===== config.mk =====
export PLATFORM = sky130hd
export DESIGN_NAME = regWriteWatch
export DESIGN_NICKNAME = d
export VERILOG_FILES = /design/src/rtl/bkpt_pkg.sv /design/src/rtl/bkpt_ctrl.sv /design/src/rtl/bkpt_dpath.sv /design/src/rtl/regWriteWatch.sv
export SDC_FILE = /design/constraint.sdc
export NUM_CORES = 1
export LEC_CHECK = 0
export BUFFER_PORTS_ARGS = -buffer_cell sky130_fd_sc_hd__buf_4
export CELL_PAD_IN_SITES_DETAIL_PLACEMENT = 1
export CELL_PAD_IN_SITES_GLOBAL_PLACEMENT = 2
export CORE_MARGIN = 2
export CORE_UTILIZATION = 36
export DETAILED_ROUTE_END_ITERATION = 10
export GPL_TIMING_DRIVEN = 0
export PLACE_DENSITY = 0.9
export SYNTH_ARGS = -nofsm -noshare
export SYNTH_HDL_FRONTEND = slang
export SYNTH_HIERARCHICAL = 1
export SYNTH_SLANG_ARGS = --single-unit

===== constraint.sdc =====
create_clock -name clk -period 3.25 [get_ports clk]
set_input_delay 0 -clock clk [delete_from_list [all_inputs] [get_ports clk]]
set_output_delay 0 -clock clk [all_outputs]
set_load 0.01 [all_outputs]

===== src/rtl/bkpt_pkg.sv =====
package bkpt_pkg;
  typedef enum logic [1:0] {
    DBG_MASK  = 2'd0,
    DBG_DATA  = 2'd1,
    DBG_ADDR  = 2'd2,
    DBG_CLEAR = 2'd3
  } dbgSel_e;

  typedef enum logic [1:0] {
    RD_MASK = 2'd0,
    RD_DATA = 2'd1,
    RD_ADDR = 2'd2,
    RD_BUF  = 2'd3
  } rdSel_e;

  typedef struct packed {
    logic wipe;
    logic ldMask;
    logic ldData;
    logic ldAddr;
    logic clrPend;
    logic ldBuf;
  } strobes_t;
endpackage


===== src/rtl/bkpt_ctrl.sv =====
module bkpt_ctrl
  import bkpt_pkg::*;
(
  input  logic       tapReset,
  input  logic       dbgWrEn,
  input  logic [1:0] dbgSel,
  input  logic       cpuBufWrEn,
  output strobes_t   strb
);
  dbgSel_e selE;
  assign selE = dbgSel_e'(dbgSel);

  always_comb begin
    strb         = '0;
    strb.wipe    = tapReset;
    if (!tapReset) begin
      strb.ldBuf = cpuBufWrEn;
      if (dbgWrEn) begin
        case (selE)
          DBG_MASK:  strb.ldMask  = 1'b1;
          DBG_DATA:  strb.ldData  = 1'b1;
          DBG_ADDR:  strb.ldAddr  = 1'b1;
          DBG_CLEAR: strb.clrPend = 1'b1;
          default:   strb.clrPend = 1'b0;
        endcase
      end
    end
  end

  // one debug command reaches at most one register
  always_comb begin
    a_r8_one_target: assert ($onehot0({strb.ldMask, strb.ldData, strb.ldAddr, strb.clrPend}));
  end
endmodule


===== src/rtl/bkpt_dpath.sv =====
module bkpt_dpath
  import bkpt_pkg::*;
#(
  parameter int DATA_W = 16,
  parameter int ADDR_W = 8,
  parameter int BUF_W  = 8
) (
  input  logic              clk,
  input  logic              rstN,
  input  strobes_t          strb,
  input  logic [DATA_W-1:0] dbgWrData,
  input  logic [BUF_W-1:0]  cpuBufWrData,
  input  logic [1:0]        cpuRdSel,
  input  logic              wbValid,
  input  logic [ADDR_W-1:0] wbAddr,
  input  logic [DATA_W-1:0] wbData,
  output logic              breakPulse,
  output logic              breakPending,
  output logic [DATA_W-1:0] cpuRdData
);
  localparam logic [DATA_W-1:0] MASK_INIT = '1;
  localparam int                EN_BIT    = ADDR_W;

  logic [DATA_W-1:0] maskQ, dataQ;
  logic [ADDR_W-1:0] addrQ;
  logic              enQ;
  logic [BUF_W-1:0]  bufQ;
  logic              pulseQ, pendQ;
  logic              addrHit, dataHit, hit;

  assign addrHit = wbValid && enQ && (wbAddr == addrQ);
  assign dataHit = (((wbData ^ dataQ) & maskQ) == '0);
  assign hit     = addrHit && dataHit;

  always_ff @(posedge clk or negedge rstN) begin
    if (!rstN) begin
      maskQ  <= MASK_INIT;
      dataQ  <= '0;
      addrQ  <= '0;
      enQ    <= 1'b0;
      bufQ   <= '0;
      pulseQ <= 1'b0;
      pendQ  <= 1'b0;
    end else if (strb.wipe) begin
      maskQ  <= MASK_INIT;
      dataQ  <= '0;
      addrQ  <= '0;
      enQ    <= 1'b0;
      bufQ   <= '0;
      pulseQ <= 1'b0;
      pendQ  <= 1'b0;
    end else begin
      if (strb.ldMask) maskQ <= dbgWrData;
      if (strb.ldData) dataQ <= dbgWrData;
      if (strb.ldAddr) begin
        addrQ <= dbgWrData[ADDR_W-1:0];
        enQ   <= dbgWrData[EN_BIT];
      end
      if (strb.ldBuf) bufQ <= cpuBufWrData;
      pulseQ <= hit;
      pendQ  <= hit | (pendQ & ~strb.clrPend);
    end
  end

  always_comb begin
    case (rdSel_e'(cpuRdSel))
      RD_MASK: cpuRdData = maskQ;
      RD_DATA: cpuRdData = dataQ;
      RD_ADDR: cpuRdData = DATA_W'({enQ, addrQ});
      RD_BUF:  cpuRdData = DATA_W'(bufQ);
      default: cpuRdData = '0;
    endcase
  end

  assign breakPulse   = pulseQ;
  assign breakPending = pendQ;

  // a pulse needs an enabled write-back to the watched address one cycle earlier
  a_r3_pulse_needs_write: assert property (@(posedge clk) disable iff (!rstN)
    breakPulse |-> $past(wbValid && enQ && wbAddr == addrQ));
  // zero mask fires on address match alone
  a_r5_zero_mask_fires: assert property (@(posedge clk) disable iff (!rstN)
    (addrHit && maskQ == '0 && !strb.wipe) |=> breakPulse);
  // every pulse is reflected in the sticky flag
  a_r6_pulse_sets_pending: assert property (@(posedge clk) disable iff (!rstN)
    breakPulse |-> breakPending);
  // flag holds without a clear
  a_r7_pending_holds: assert property (@(posedge clk) disable iff (!rstN)
    (breakPending && !strb.clrPend && !strb.wipe) |=> breakPending);
  // TAP reset restores the mask
  a_r2_tap_mask: assert property (@(posedge clk) disable iff (!rstN)
    strb.wipe |=> (maskQ == MASK_INIT && !enQ && !breakPending));
endmodule


===== src/rtl/regWriteWatch.sv =====
module regWriteWatch
  import bkpt_pkg::*;
#(
  parameter int DATA_W = 16,
  parameter int ADDR_W = 8,
  parameter int BUF_W  = 8
) (
  input  logic              clk,
  input  logic              rstN,
  input  logic              tapReset,
  input  logic              dbgWrEn,
  input  logic [1:0]        dbgSel,
  input  logic [DATA_W-1:0] dbgWrData,
  input  logic              cpuBufWrEn,
  input  logic [BUF_W-1:0]  cpuBufWrData,
  input  logic [1:0]        cpuRdSel,
  output logic [DATA_W-1:0] cpuRdData,
  input  logic              wbValid,
  input  logic [ADDR_W-1:0] wbAddr,
  input  logic [DATA_W-1:0] wbData,
  output logic              breakPulse,
  output logic              breakPending
);
  strobes_t strb;

  bkpt_ctrl i_ctrl (
    .tapReset  (tapReset),
    .dbgWrEn   (dbgWrEn),
    .dbgSel    (dbgSel),
    .cpuBufWrEn(cpuBufWrEn),
    .strb      (strb)
  );

  bkpt_dpath #(.DATA_W(DATA_W), .ADDR_W(ADDR_W), .BUF_W(BUF_W)) i_dpath (
    .clk         (clk),
    .rstN        (rstN),
    .strb        (strb),
    .dbgWrData   (dbgWrData),
    .cpuBufWrData(cpuBufWrData),
    .cpuRdSel    (cpuRdSel),
    .wbValid     (wbValid),
    .wbAddr      (wbAddr),
    .wbData      (wbData),
    .breakPulse  (breakPulse),
    .breakPending(breakPending),
    .cpuRdData   (cpuRdData)
  );
endmodule


==> impl_metrics.toml <==
[grt]
grt.overflow.total = 0
grt_pass1_vias = 2491
grt_usage_pct = 20.44
grt_pass1_wl_microns = 13240
grt_max_degree = 52
antenna_found_initial = 0

[routing]
drt-total-wl_microns = 8050
first_pass_iters = 4
postRouteAntennaNets = 0
drc = 0
drtIter0Drc = 114
routedWlPerCell_microns = 18.05
via_per_inst = 5.004
num_vias = 2232

[synthesis]
syn_area_per_cell_sq_um = 11.66
ys_seq_elements = 51
syn-cell-area_sq_um = 2774
syn_nets = 296
yosysUniqueCellTypes = 30
netlist_instances = 238
yosysSeqAreaShare_pct = 46.73
yosysWarnings = 6

[final_layout]
num-nets-final = 401
drive_above_1_share_pct = 34.88
areaGrowthSynthToFinish_pct = 36.99
antenna_cells = 0
stdcell_area_sq_um = 3800

[power_and_ir_drop]
seq_power_share_pct = 50.4
power_density_nw_per_um2 = 351.0
p_int_uw = 992.9
leakagePower_uw = 0.001731
switching_share_pct = 25.55
total_power_uw = 1334
clkPwrFrac_pct = 30.1
power_switching_uw = 340.7
power_frac_comb_pct = 19.5
ir_drop_uv = 204.1

[setup_path]
cpMaxStageDelayCell = "nor4b_2"
path_class = "in2reg"
crit_chain = "buf_4, nor4b_2, buf_2, buf_1, a211o_1"
crit_path_max_incr_delay_ns = 0.60
required_ns = 3.50
cp_num_buf_inv = 3
crit_path_end_kind = "flip-flop"
r2r_setup_slack_ns = 1.76
crit_family = "buffers and inverters"
crit_arrival_ns = 1.78
critical_path.max_fanout = 10
cp-start-kind = "input port"

[place]
numPortBuffers = 73
placed_area_sq_um = 3450
place.gp.congestion = 0.7769
dpl.hpwl_microns = 5773

[die]
dieArea_sq_um = 8424
num_rows = 32
start_util_pct = 36.46
core_region_area_sq_um = 7607
fp.dieH_microns = 91.78
fp.dieW_microns = 91.78
pin_count = 76

[timing]
post-route-min-period_ns = 1.531
tns_ns = 0
skew_ns = 0.008608
relSlewSlack_pct = 53.98
drv_slew = 0
tightest_slew_ns = 0.6904
max_freq_ghz = 0.6531
finalSetupViolations = 0
min_period_over_period_pct = 47.11
hold_viol = 0
grt_setup_unrepaired = "no"

[hold_path]
holdCritPathClass = "in2reg"

[clocking]
cts_tree = "built"
postCtsHoldBufs = 25
htreeDepth = 2
cts_made_buffers = 5
post-cts-setup-buffers = 0
cts.sinks = 51
cts-root-buf = "clkbuf_8"
cts.path.max_buffers = 2
clk_pin_slew_ns = 0.08
ctsResizeCount = 0
clock_latency_ns = 0.31

[run]
drv_cap = 0

[run_status]
status = "finished, final reports clean"
worst min-delay path: cells and delay by family:
kind / cells / cell delay, ns
buffers and inverters: 1 / 0.11
AND/OR/NAND/NOR: 3 / 0.21
AO/OA/AOI/OAI: 1 / 0.05
metal layers:
metal	part of all wire [%]	GRT usage [%]	routed length, microns	up-vias
met5	0	0	0	-
met4	1.2	4.851	93	0
met3	3.6	2.794	288	9
met2	51	36.03	4123	51
met1	44	26.69	3545	1118
li1	-	-	-	1054
layout make-up:
class	instances	area, sq um
tap	102	127.6
clock buffer	8	100.1
multi-input combinational	169	1393
fill	865	3807
sequential	51	1296
timing repair buffer	98	798.3
buffer	18	85.08
sequential cells by signal, indices dropped and copies added, names as in the netlist:
register and flops:
i_dpath/addrQ 8, i_dpath/breakPending 1, i_dpath/dataQ 16, i_dpath/bufQ 8
i_dpath/breakPulse 1, i_dpath/enQ 1, i_dpath/maskQ 16
stage by stage:
step	std cells	setup slack, ns	hold WS [ns]	utilization (%)
finish	446	1.719	0.09555	49.95
global route	446	1.635	0.1118	49.95
CTS	446	1.752	0.09302	49.95
detailed placement	413	1.457	0.07287	45.35
global placement	413	1.478	0.07229	45.35
floorplan	238	1.966	-0.2956	-
cells in the mapped netlist:
cell	instances	area share, %
nor4_1	1	0.23
a22oi_1	6	1.6
clkbuf_1	5	0.68
or2_1	1	0.23
and4bb_2	2	0.90
and4b_2	1	0.41
nand2_1	1	0.14
dfstp_2	16	15
a222oi_1	1	0.36
nor3_2	1	0.36
buf_4	2	0.54
nor4b_2	1	0.54
nor2_1	40	5.4
nand3_1	2	0.36
and2b_2	1	0.32
a211o_1	16	5.1
mux4_2	7	5.7
nand3b_1	1	0.27
dfrtp_1	35	32
mux2i_1	41	15
nor3b_1	1	0.27
nand4_1	1	0.23
xor2_1	24	7.6
o21ai_0	1	0.18
buf_2	8	1.4
a2111oi_2	1	0.54
buf_1	3	0.41
nor2b_1	16	3.6
mux4_1	1	0.95
nor3_1	1	0.18
power groups by stage:
stage	clock [uW]	combinational, uW	sequential (uW)
final	401	260	672
after global routing	434	285	675
after CTS	415	264	672
after detailed placement	0	239	684
after global placement	0	236	683
after floorplan	0	111	679
cell usage in the layout, fill, tap and decap left out, types with 8 or more instances in the layout:
cell type / instances
nor2b_1: 16
a211o_1: 16
dfstp_2: 16
nor2_1: 40
mux2i_1: 41
dfrtp_1: 35
buf_4: 75
buf_2: 8
xor2_1: 24
dlygate4sd3_1: 25
cell families (layout without fill, tap and decap cells):
logic type / Yosys count / in the layout / synth area share [%]
mux: 49 / 49 / 21.43
simple gates: 71 / 71 / 13.44
compound gates: 25 / 25 / 7.758
flops: 51 / 51 / 46.73
buf+inv: 18 / 124 / 3.067
xor+xnor: 24 / 24 / 7.578
worst paths after layout:
path                                       start              endpoint  cells past startpoint
min in group asynchronous                   rstN      i_dpath/addrQ[0]                      2
worst min-delay path                     wbValid    i_dpath/breakPulse                      5
worst max register to register  i_dpath/dataQ[5]  i_dpath/breakPending                      5
max in group asynchronous                   rstN     i_dpath/dataQ[12]                      2
worst max-delay path                    tapReset      i_dpath/maskQ[8]                      5
worst min register to register   i_dpath/bufQ[7]       i_dpath/bufQ[7]                      2
No activity file was read; power rests on OpenSTA's default activity.
